===== config.mk =====
export PLATFORM = sky130hd
export DESIGN_NAME = spi_burst_regs
export DESIGN_NICKNAME = d
export VERILOG_FILES = /design/src/rtl/spi_burst_pkg.sv /design/src/rtl/spi_in_sync.sv /design/src/rtl/spi_frame_ctrl.sv /design/src/rtl/spi_access_trace.sv /design/src/rtl/spi_burst_regs.sv
export SDC_FILE = /design/constraint.sdc
export NUM_CORES = 1
export LEC_CHECK = 0
export CAP_MARGIN = 25
export CORE_UTILIZATION = 55
export DETAILED_ROUTE_END_ITERATION = 8
export PLACE_DENSITY_LB_ADDON = 0.12
export SKIP_LAST_GASP = 1
export SLEW_MARGIN = 10
export SYNTH_ARGS = -nofsm -noshare
export SYNTH_HDL_FRONTEND = slang
export SYNTH_SLANG_ARGS = --single-unit

===== constraint.sdc =====
create_clock -name clk -period 5.45 [get_ports clk]
set_input_delay 1.09 -clock clk [delete_from_list [all_inputs] [get_ports clk]]
set_output_delay 1.09 -clock clk [all_outputs]
set_load 0.005 [all_outputs]

===== src/rtl/spi_burst_pkg.sv =====
package spi_burst_pkg;
   typedef enum logic [1:0] {PH_CMD, PH_ADDR, PH_DATA, PH_DONE} spi_phase_t;

   localparam logic [1:0] AW_8  = 2'd0;
   localparam logic [1:0] AW_16 = 2'd1;
   localparam logic [1:0] AW_32 = 2'd2;

   localparam logic [7:0] OP_NONE  = 8'h00;
   localparam logic [7:0] OP_READ  = 8'h01;
   localparam logic [7:0] OP_WRITE = 8'h02;

   function automatic int unsigned width_bits(input logic [1:0] code);
      case (code)
         AW_8:    return 8;
         AW_16:   return 16;
         default: return 32;
      endcase
   endfunction
endpackage


===== src/rtl/spi_in_sync.sv =====
module spi_in_sync #(
   parameter int N = 3,
   parameter int STAGES = 2,
   parameter logic [N-1:0] RST_VAL = '0
) (
   input  logic         clk,
   input  logic         rst_n,
   input  logic [N-1:0] din,
   output logic [N-1:0] dout
);
   logic [N-1:0] st [STAGES];

   always_ff @(posedge clk or negedge rst_n) begin
      if (!rst_n) begin
         for (int s = 0; s < STAGES; s++) st[s] <= RST_VAL;
      end else begin
         st[0] <= din;
         for (int s = 1; s < STAGES; s++) st[s] <= st[s-1];
      end
   end

   assign dout = st[STAGES-1];
endmodule


===== src/rtl/spi_frame_ctrl.sv =====
module spi_frame_ctrl
   import spi_burst_pkg::*;
#(
   parameter int ADDR_W = 16,
   parameter int DATA_W = 32,
   parameter int CMD_W  = 8,
   parameter logic [ADDR_W-1:0] WIN_LO = 16'hE50C,
   parameter logic [ADDR_W-1:0] WIN_HI = 16'hE51B
) (
   input  logic              clk,
   input  logic              rst_n,
   input  logic              cs_n,
   input  logic              sclk,
   input  logic              mosi,
   input  logic [1:0]        width_i,
   input  logic [DATA_W-1:0] word_i,
   output logic [ADDR_W-1:0] cur_addr_o,
   output logic              miso_o,
   output logic              evt_o,
   output logic              evt_read_o,
   output logic [ADDR_W-1:0] evt_addr_o,
   output logic [DATA_W-1:0] evt_data_o,
   output logic [1:0]        evt_width_o
);
   localparam int MAXN  = (DATA_W > ADDR_W) ? DATA_W : ADDR_W;
   localparam int CNT_W = $clog2(MAXN + 1);

   spi_phase_t        phase;
   logic [CNT_W-1:0]  cnt;
   logic              sclk_q, is_read, in_burst, load_pend;
   logic [1:0]        width_q;
   logic [DATA_W-1:0] tx, word_q;
   logic [DATA_W-2:0] rx;
   logic              rise, fall, last_data;
   logic [DATA_W-1:0] rx_next;
   logic [ADDR_W-1:0] addr_next;

   function automatic logic [DATA_W-1:0] data_mask(input logic [1:0] code);
      int unsigned b;
      b = width_bits(code);
      if (b >= DATA_W) return '1;
      return (DATA_W'(1) << b) - DATA_W'(1);
   endfunction

   assign rise      = sclk & ~sclk_q;
   assign fall      = ~sclk & sclk_q;
   assign rx_next   = {rx, mosi};
   assign addr_next = {cur_addr_o[ADDR_W-2:0], mosi};
   assign last_data = (cnt == CNT_W'(width_bits(width_q) - 1));

   always_ff @(posedge clk or negedge rst_n) begin
      if (!rst_n) begin
         phase       <= PH_CMD;
         cnt         <= '0;
         sclk_q      <= 1'b1;
         is_read     <= 1'b0;
         in_burst    <= 1'b0;
         load_pend   <= 1'b0;
         width_q     <= AW_8;
         tx          <= '0;
         word_q      <= '0;
         rx          <= '0;
         cur_addr_o  <= '0;
         miso_o      <= 1'b0;
         evt_o       <= 1'b0;
         evt_read_o  <= 1'b0;
         evt_addr_o  <= '0;
         evt_data_o  <= '0;
         evt_width_o <= AW_8;
      end else begin
         sclk_q <= sclk;
         evt_o  <= 1'b0;
         if (cs_n) begin
            phase     <= PH_CMD;
            cnt       <= '0;
            miso_o    <= 1'b0;
            in_burst  <= 1'b0;
            load_pend <= 1'b0;
         end else begin
            if (load_pend) begin
               load_pend <= 1'b0;
               width_q   <= width_i;
               word_q    <= word_i;
               tx        <= word_i << (DATA_W - width_bits(width_i));
            end
            if (fall) begin
               if (phase == PH_DATA && is_read) begin
                  miso_o <= tx[DATA_W-1];
                  tx     <= tx << 1;
               end else begin
                  miso_o <= 1'b0;
               end
            end
            if (rise) begin
               case (phase)
                  PH_CMD: begin
                     if (cnt == CNT_W'(CMD_W - 1)) begin
                        is_read <= mosi;
                        phase   <= PH_ADDR;
                        cnt     <= '0;
                     end else begin
                        cnt <= cnt + 1'b1;
                     end
                  end
                  PH_ADDR: begin
                     cur_addr_o <= addr_next;
                     if (cnt == CNT_W'(ADDR_W - 1)) begin
                        phase     <= PH_DATA;
                        cnt       <= '0;
                        load_pend <= 1'b1;
                        in_burst  <= is_read && (addr_next >= WIN_LO) && (addr_next <= WIN_HI);
                     end else begin
                        cnt <= cnt + 1'b1;
                     end
                  end
                  PH_DATA: begin
                     rx <= rx_next[DATA_W-2:0];
                     if (last_data) begin
                        evt_o       <= 1'b1;
                        evt_read_o  <= is_read;
                        evt_addr_o  <= cur_addr_o;
                        evt_width_o <= width_q;
                        evt_data_o  <= is_read ? word_q : (rx_next & data_mask(width_q));
                        if (in_burst && cur_addr_o != WIN_HI) begin
                           cur_addr_o <= cur_addr_o + 1'b1;
                           cnt        <= '0;
                           load_pend  <= 1'b1;
                        end else begin
                           phase    <= PH_DONE;
                           in_burst <= 1'b0;
                        end
                     end else begin
                        cnt <= cnt + 1'b1;
                     end
                  end
                  default: ;
               endcase
            end
         end
      end
   end


   wr_pulse_chk: assert property (@(posedge clk) disable iff (!rst_n)
      evt_o |=> !evt_o);


   abort_idle_chk: assert property (@(posedge clk) disable iff (!rst_n)
      cs_n |=> (!miso_o && !evt_o));


   burst_bound_chk: assert property (@(posedge clk) disable iff (!rst_n)
      in_burst |-> (cur_addr_o >= WIN_LO && cur_addr_o <= WIN_HI));


   burst_step_chk: assert property (@(posedge clk) disable iff (!rst_n)
      (in_burst && $past(in_burst) && cur_addr_o != $past(cur_addr_o))
         |-> (cur_addr_o == $past(cur_addr_o) + 1'b1));
endmodule


===== src/rtl/spi_access_trace.sv =====
module spi_access_trace
   import spi_burst_pkg::*;
#(
   parameter int ADDR_W = 16,
   parameter int DATA_W = 32,
   parameter logic [ADDR_W-1:0] TRACE_BASE = 16'hE7F0
) (
   input  logic              clk,
   input  logic              rst_n,
   input  logic              evt_i,
   input  logic              evt_read_i,
   input  logic [ADDR_W-1:0] evt_addr_i,
   input  logic [DATA_W-1:0] evt_data_i,
   input  logic [1:0]        evt_width_i,
   input  logic [ADDR_W-1:0] sel_addr_i,
   output logic              hit_o,
   output logic [DATA_W-1:0] val_o,
   output logic [1:0]        width_o
);
   localparam int NREG = 5;

   logic [ADDR_W-1:0] last_addr;
   logic [7:0]        last_op;
   logic              upd;
   logic [ADDR_W-1:0] off;

   function automatic logic in_trace(input logic [ADDR_W-1:0] a);
      return (a >= TRACE_BASE) && ((a - TRACE_BASE) < ADDR_W'(NREG));
   endfunction

   assign upd   = evt_i && !in_trace(evt_addr_i);
   assign off   = sel_addr_i - TRACE_BASE;
   assign hit_o = in_trace(sel_addr_i);

   always_ff @(posedge clk or negedge rst_n) begin
      if (!rst_n) begin
         last_addr <= '0;
         last_op   <= OP_NONE;
      end else if (upd) begin
         last_addr <= evt_addr_i;
         last_op   <= evt_read_i ? OP_READ : OP_WRITE;
      end
   end

   for (genvar g = 0; g < 3; g++) begin : g_dtr
      localparam int W = 8 << g;
      logic [W-1:0] q;
      always_ff @(posedge clk or negedge rst_n) begin
         if (!rst_n)                               q <= '0;
         else if (upd && evt_width_i == 2'(g))     q <= evt_data_i[W-1:0];
      end
   end

   always_comb begin
      val_o   = '0;
      width_o = AW_8;
      case (off[2:0])
         3'd0: begin val_o = DATA_W'(last_addr);  width_o = AW_16; end
         3'd1: begin val_o = DATA_W'(last_op);    width_o = AW_8;  end
         3'd2: begin val_o = DATA_W'(g_dtr[0].q); width_o = AW_8;  end
         3'd3: begin val_o = DATA_W'(g_dtr[1].q); width_o = AW_16; end
         3'd4: begin val_o = DATA_W'(g_dtr[2].q); width_o = AW_32; end
         default: ;
      endcase
   end


   trace_hold_chk: assert property (@(posedge clk) disable iff (!rst_n)
      !upd |=> ($stable(last_addr) && $stable(last_op)));


   trace_op_chk: assert property (@(posedge clk) disable iff (!rst_n)
      (last_op != OP_NONE) |-> (last_op == OP_READ || last_op == OP_WRITE));


   trace_one_width_chk: assert property (@(posedge clk) disable iff (!rst_n)
      $countones({!$stable(g_dtr[0].q), !$stable(g_dtr[1].q), !$stable(g_dtr[2].q)}) <= 1);
endmodule


===== src/rtl/spi_burst_regs.sv =====
module spi_burst_regs
   import spi_burst_pkg::*;
#(
   parameter int ADDR_W      = 16,
   parameter int DATA_W      = 32,
   parameter int CMD_W       = 8,
   parameter int SYNC_STAGES = 2,
   parameter logic [ADDR_W-1:0] WIN_LO     = 16'hE50C,
   parameter logic [ADDR_W-1:0] WIN_HI     = 16'hE51B,
   parameter logic [ADDR_W-1:0] TRACE_BASE = 16'hE7F0
) (
   input  logic              clk,
   input  logic              rst_n,
   input  logic              spi_sclk,
   input  logic              spi_cs_n,
   input  logic              spi_mosi,
   output logic              spi_miso,
   output logic [ADDR_W-1:0] rd_addr,
   input  logic [DATA_W-1:0] rd_data,
   input  logic [1:0]        rd_width,
   output logic              wr_en,
   output logic [ADDR_W-1:0] wr_addr,
   output logic [DATA_W-1:0] wr_data
);
   initial begin : param_chk
      assert (DATA_W == 32);
      assert (ADDR_W >= 16);
      assert (CMD_W >= 1);
      assert (SYNC_STAGES >= 2);
      assert (WIN_LO <= WIN_HI);
      assert (TRACE_BASE > WIN_HI || TRACE_BASE + 4 < WIN_LO);
   end

   logic              cs_s, sclk_s, mosi_s;
   logic              evt, evt_read, trace_hit;
   logic [ADDR_W-1:0] evt_addr;
   logic [DATA_W-1:0] evt_data, trace_val, word_sel;
   logic [1:0]        evt_width, trace_width, width_sel;
   logic              in_win;

   spi_in_sync #(.N(3), .STAGES(SYNC_STAGES), .RST_VAL(3'b110)) u_sync (
      .clk  (clk),
      .rst_n(rst_n),
      .din  ({spi_cs_n, spi_sclk, spi_mosi}),
      .dout ({cs_s, sclk_s, mosi_s})
   );

   assign in_win    = (rd_addr >= WIN_LO) && (rd_addr <= WIN_HI);
   assign word_sel  = trace_hit ? trace_val : rd_data;
   assign width_sel = trace_hit      ? trace_width :
                      in_win         ? AW_32 :
                      (rd_width == 2'd3) ? AW_32 : rd_width;

   spi_frame_ctrl #(
      .ADDR_W(ADDR_W), .DATA_W(DATA_W), .CMD_W(CMD_W),
      .WIN_LO(WIN_LO), .WIN_HI(WIN_HI)
   ) u_frame (
      .clk        (clk),
      .rst_n      (rst_n),
      .cs_n       (cs_s),
      .sclk       (sclk_s),
      .mosi       (mosi_s),
      .width_i    (width_sel),
      .word_i     (word_sel),
      .cur_addr_o (rd_addr),
      .miso_o     (spi_miso),
      .evt_o      (evt),
      .evt_read_o (evt_read),
      .evt_addr_o (evt_addr),
      .evt_data_o (evt_data),
      .evt_width_o(evt_width)
   );

   spi_access_trace #(
      .ADDR_W(ADDR_W), .DATA_W(DATA_W), .TRACE_BASE(TRACE_BASE)
   ) u_trace (
      .clk        (clk),
      .rst_n      (rst_n),
      .evt_i      (evt),
      .evt_read_i (evt_read),
      .evt_addr_i (evt_addr),
      .evt_data_i (evt_data),
      .evt_width_i(evt_width),
      .sel_addr_i (rd_addr),
      .hit_o      (trace_hit),
      .val_o      (trace_val),
      .width_o    (trace_width)
   );

   assign wr_en   = evt & ~evt_read;
   assign wr_addr = evt_addr;
   assign wr_data = evt_data;
endmodule


After elaboration in Yosys (flattened, before gate mapping)
Index checks and enable logic that the tools add are counted.
{"block": "word_totals", "regBits": 264, "latchBits": 0, "ram_bits": 0, "rom_bits": 0, "in_bits": 39, "out_inout_bits": 66, "elab_cells": 169, "mem_count": 0}
{"block": "classes", "addsub": 7, "n_mul": 0, "div_mod_pow": 0, "magnitude_cmp": 9, "n_eq_ne": 22, "shifts": 2, "muxes": 66, "bitwise": 8, "n_reduce_logical": 31}
{"operator": "$mux 32", "n": 17}
{"operator": "$pmux 32 s5", "n": 1}
{"operator": "$ge 16x16->1 const B", "n": 4}
{"operator": "$mux 6", "n": 6}
{"operator": "$and 32x32->32", "n": 1}
{"operator": "$ge 32x6->1 const B", "n": 1}
{"operator": "$le 16x16->1 const B", "n": 2}
{"operator": "$lt 16x3->1 const B", "n": 2}
{"operator": "$mux 16", "n": 2}
{"operator": "$pmux 16 s2", "n": 1}
{"operator": "$shl 1x32->32 const A", "n": 1}
{"operator": "$shl 32x32->32", "n": 1}
{"operator": "$sub 16x16->16 const B", "n": 2}
{"operator": "$sub 32x2->32 const B", "n": 1}
{"operator": "$sub 6x32->32 const A", "n": 1}
{"operator": "$pmux 6 s2", "n": 2}
{"operator": "$mux 1", "n": 22}
{"operator": "$mux 2", "n": 10}
{"operator": "$pmux 6 s3", "n": 1}
{"operator": "$add 16x1->16 const B", "n": 1}
{"operator": "$ne 16x16->1 const B", "n": 1}
{"operator": "$logic_and 1x1->1", "n": 11}
{"operator": "$reduce_and 5->1", "n": 2}
{"operator": "$ne 3x2->1 const B", "n": 3}
{"operator": "30 further kinds", "n": 49}

Longest topological paths before layout
{"block": "logic_depth", "depth_word": 21, "mapped_depth": 16, "depth_no_buf": 14}

Modules after synthesis
Synthesis repeated with hierarchy kept, for this count alone.
{"block": "unflattened", "cells_unflattened": 1151, "hier_area_um2": 12550.8}
{"mod": "spi_frame_ctrl", "n_inst": 1, "cells_per_inst": 817, "area_per_inst_um2": 8419.3, "seq_area_each_um2": 4455.5}
{"mod": "spi_access_trace", "n_inst": 1, "cells_per_inst": 278, "area_per_inst_um2": 3472.1, "seq_area_each_um2": 1851.8}
{"mod": "spi_burst_regs", "n_inst": 1, "cells_per_inst": 47, "area_per_inst_um2": 481.7, "seq_area_each_um2": 0.0}
{"mod": "spi_in_sync", "n_inst": 1, "cells_per_inst": 9, "area_per_inst_um2": 177.7, "seq_area_each_um2": 155.1}

Least setup slack after synthesis
Ideal clock, no wire load.
{"block": "synth_path", "path_type": "reg-to-reg", "startpoint": "register u_frame.cur_addr_o[1]", "endpoint": "register u_frame.tx[5]", "setup_ns": 0.094, "t_arrival_ns": 3.319, "required_ns": 5.356, "path_slack_ns": 2.037, "stages_incl_launch_ff": 17, "n_path_buf": 4, "period_less_slack_ns": 3.413, "cell_sequence": "dfrtp_1 inv_1 ha_1 nor2b_1 or4_4 buf_6 and3_4 a211oi_4 buf_6 buf_8 ha_1 xnor2_1 nand2_1 nor2_1 buf_2 a31oi_1 a211oi_1"}
{"block": "synth_via", "elab_chain_cells": 14, "elab_cells_between_ends": 28, "cone_classes": "2 x add/sub; 4 x order compare; 5 x eq/ne; 1 x shift; 11 x mux; 5 x reduce/logical"}
{"element": "from (decl)", "line_no": "spi_frame_ctrl.sv:17", "rtl": "output logic [ADDR_W-1:0] cur_addr_o,"}
{"element": "from (signal assigned)", "line_no": "spi_frame_ctrl.sv:106", "rtl": "cur_addr_o <= addr_next;"}
{"element": "from (signal assigned)", "line_no": "spi_frame_ctrl.sv:125", "rtl": "cur_addr_o <= cur_addr_o + 1'b1;"}
{"element": "branches (longest 10 deep; another with $sub 6x32->32)"}
{"element": "$shl 32x32->32 *", "line_no": "spi_frame_ctrl.sv:84", "rtl": "tx <= word_i << (DATA_W - width_bits(width_i));"}
{"element": "$mux 32 *", "line_no": "spi_frame_ctrl.sv:80", "rtl": "if (load_pend) begin"}
{"element": "$mux 32", "line_no": "spi_frame_ctrl.sv:87", "rtl": "if (phase == PH_DATA && is_read) begin"}
{"element": "$mux 32 *", "line_no": "spi_frame_ctrl.sv:86", "rtl": "if (fall) begin"}
{"element": "to (signal assigned)", "line_no": "spi_frame_ctrl.sv:84"}
{"element": "to (signal assigned)", "line_no": "spi_frame_ctrl.sv:89", "rtl": "tx <= tx << 1;"}
{"element": "to (decl)", "line_no": "spi_frame_ctrl.sv:32", "rtl": "logic [DATA_W-1:0] tx, word_q;"}
Mark *: on every way between the ends. The select of a mux whose other input is x is not followed.
A chain may end at the register's enable or synchronous reset.

Worst setup path in the final report
{"block": "layout_path", "startpoint": "register u_frame.cur_addr_o[1]", "endpoint": "register u_frame.tx[3]"}
The elaborated chain is that of the path after synthesis.

==> flow_summary_export.csv <==
group,metric,value,unit
clock_tree,clockRootBuffer,"clkbuf_16",
synthesis,synth_top_area_cell,"dfrtp_1",
synthesis,netlist_top_cells_area,"dfrtp_1, mux2_2, a21oi_1",
synthesis,synthFlopType,"dfrtp_1",
clock_tree,h-tree-depth,1,
pwr,power,0.00409,W
finish,final_common_cell,"dfrtp_1",
setup_path,crit_fanout,38,
synthesis,synth_area,12900,sq um
global_route,grt_pass1_wl,56900,um
clock_tree,cts_setup_buffers,0,
pwr,ir_drop,0.199,mV
route,ant_nets,0,
setup_path,r2r_slack,970,ps
floorplan,coreArea,22800,sq um
global_route,grt_usage,0.306,
synthesis,synth-async-reset-ratio,1.00,
finish,fin_nets,1340,
floorplan,ios,105,
clock_tree,clk_latency,550,ps
timing,finalSetupTns,0,ps
min_path,hold_end,"u_sync.dout[0]",
route,drc,0,
timing,layout_min_cycle_time,4480,ps
route,dr.pass1.iters,5,
setup_path,r2r_cells,14,
route,drt_iter0_markers,1038,
job,drv_cap,0,
floorplan,die-area,24000,sq um
clock_tree,cts_hold_buf,0,
finish,syn_to_final_growth,17.1,%
timing,rsz0062_at_grt,"no",
timing,finalHoldViolCount,0,
clock_tree,clockBufferDepth,3,
synthesis,yosysWarningCount,0,
pwr,p_leak,6.41,nW
finish,drive_gt1_frac,0.192,
place,routabilityCongestion,0.888,
global_route,antenna_found_initial,2,
floorplan,die_y,155,um
timing,period_share,0.822,
clock_tree,cts_buffers,28,
setup_path,required,5900,ps
setup_path,rr_startpoint,"u_frame.cur_addr_o[1]",
pwr,p_per_area,271,nW/um^2
clock_tree,cts.sinks,258,
timing,slew_headroom,0.345,
finish,final_util,0.662,
setup_path,cp-start-kind,"register",
finish,mostFrequentLayoutCells,"dfrtp_1, mux2_2, clkdlybuf4s50_1, nand2_1",
synthesis,syn_nets,1275,
finish,nFillCells,1819,
place,portBuffers,104,
timing,skew,21.6,ps
timing,fmax,223,MHz
timing,tightest_slew,979,ps
synthesis,yosysSeqAreaShare,0.502,
setup_path,worstPathArrival,4930,ps
clock_tree,cts_resized,0,
setup_path,path_class,"reg2reg",
synthesis,synth-edff-count,0,
global_route,grt_start_max_net_pins,134,
timing,maxSlewViolCount,0,
synthesis,yosysTopAreaCellShare,0.492,
min_path,min_path_cells,0,
route,wire_per_inst,22.3,um
floorplan,die_w,155,um
setup_path,critPathCaptureType,"register",
min_path,hold_class,"reg2reg",
route,viasPerCell,6.27,
global_route,gr-total-overflow,0,
synthesis,synth.avg_cell_area,10.5,sq um
clock_tree,cts_tree,"built",
floorplan,num_rows,55,
place,dp_hpwl,24600,um
floorplan,start_util,0.565,
global_route,grt_pass1_vias,9824,
synthesis,synth_seq_cells,258,
setup_path,r2r_end,"u_frame.tx[3]",
route,vias,10200,
clock_tree,clkTransAtPathRegs,70,ps
synthesis,syn_inst,1222,
synthesis,yosys.cell_types.count,67,
min_path,min_from,"u_sync.st[3]",
timing,setup_viol_count_final,0,
route,wl,36200,um
run_status,outcome,"finished, final reports clean",
[area by class of cell]
type | count | area (sq um) | area share
clock buffers | 41 | 800 | 0.0530
clock inverters | 10 | 143 | 0.00946
multi-input cells | 856 | 5970 | 0.396
repair buffers | 124 | 1230 | 0.0817
well taps | 313 | 392 | 0.0260
diodes | 1 | 2.50 | 0.000166
flip-flops and latches | 258 | 6460 | 0.429
inverters | 19 | 71.3 | 0.00473
[per-layer routing]
layer,global-route usage,vias up,wire length (um),part of all wire
met5,0,-,9,0.00025
met1,0.440,5127,16200,0.45
li1,-,4587,-,-
met4,0.0806,2,840,0.023
met2,0.491,388,17000,0.47
met3,0.0396,58,2180,0.060
[worst max-delay path, cell delays in order, from the launching register on]
cell and delay (ps):
dfrtp_1 490, inv_1 220, ha_1 170, nor2b_1 50
or4_4 740, and3_4 280, a211oi_4 230, buf_4 430
ha_1 230, xnor2_1 150, nand2_1 110, nor2_1 570
buf_4 330, a31oi_1 110, a211oi_1 260
[state kept, by name, indices dropped and copies added, names as in the netlist]
| signal | count |
|---|---|
| u_frame.evt_width_o | 2 |
| u_trace.g_dtr.q | 56 |
| u_frame.word_q | 32 |
| u_frame.miso_o | 1 |
| u_frame.load_pend | 1 |
| u_trace.last_addr | 16 |
| u_sync.dout | 3 |
| u_frame.rx | 31 |
| u_sync.st | 3 |
| u_frame.in_burst | 1 |
| u_frame.evt_o | 1 |
| u_frame.evt_data_o | 32 |
| u_frame.evt_read_o | 1 |
| u_trace.last_op | 2 |
| u_frame.width_q | 2 |
| u_frame.tx | 32 |
| u_frame.evt_addr_o | 16 |
| u_frame.cnt | 6 |
| u_frame.cur_addr_o | 16 |
| u_frame.phase | 2 |
| u_frame.sclk_q | 1 |
| u_frame.is_read | 1 |
[through the flow]
stage               setup WS [ps]  hold slack (ps)  std cells  instance area (sq um)
floorplan                    2040              331       1222                  12900
global placement             1130              339       1566                  14100
detailed placement           1100              346       1568                  14100
CTS                          1050              357       1619                  15100
global route                  721              367       1621                  15100
finish                        968              358       1622                  15100
[synth_stat cells, drive strengths merged (4+ instances only)]
cell    instances
a22oi          39
a21o            4
dfrtp         253
nor3           29
and2           19
o221ai         10
o31ai          10
dfstp           5
nand2         100
o21ai          93
nand4          16
nor2b          15
buf            23
a22o            8
inv            19
nor4            5
o211ai          7
ha             14
nand2b          9
mux2i          26
nor2           71
a211oi          8
and3            6
mux2          167
a211o           8
a31oi          18
nor3b          14
a21oi          93
nand3          22
clkbuf         66
[kinds of logic (layout without fill, tap and decap cells)]
family / after synthesis / in the layout / share of synthesized area
other cells: 0 / 1 / 0
fa+ha+maj: 14 / 14 / 0.0136
buf+inv: 108 / 194 / 0.0347
flops: 258 / 258 / 0.502
simple gates: 320 / 320 / 0.122
compound gates: 325 / 325 / 0.159
mux: 193 / 193 / 0.166
xor+xnor: 4 / 4 / 0.00272
[worst max path at each step]
stage	startpoint	end	slack (ps)	cells past startpoint
global placement	rd_width[0]	u_frame.tx[5]	1130	12
floorplan	u_frame.cur_addr_o[1]	u_frame.tx[5]	2040	16
detailed placement	u_frame.cur_addr_o[1]	u_frame.tx[3]	1100	14
finish	u_frame.cur_addr_o[1]	u_frame.tx[3]	970	14
CTS	u_frame.cur_addr_o[1]	u_frame.tx[3]	1050	14
global route	u_frame.cur_addr_o[1]	u_frame.tx[3]	720	14
[power breakdown]
part | total [W] | internal [W] | switching [W] | leakage (nW)
clock network | 0.00193 | 0.00116 | 0.000774 | 0.460
logic | 0.000203 | 0.0000810 | 0.000122 | 2.67
registers | 0.00195 | 0.00194 | 0.0000187 | 3.28
total | 0.00409 | 0.00317 | 0.000914 | 6.41
(Power assumes the default switching activity.)
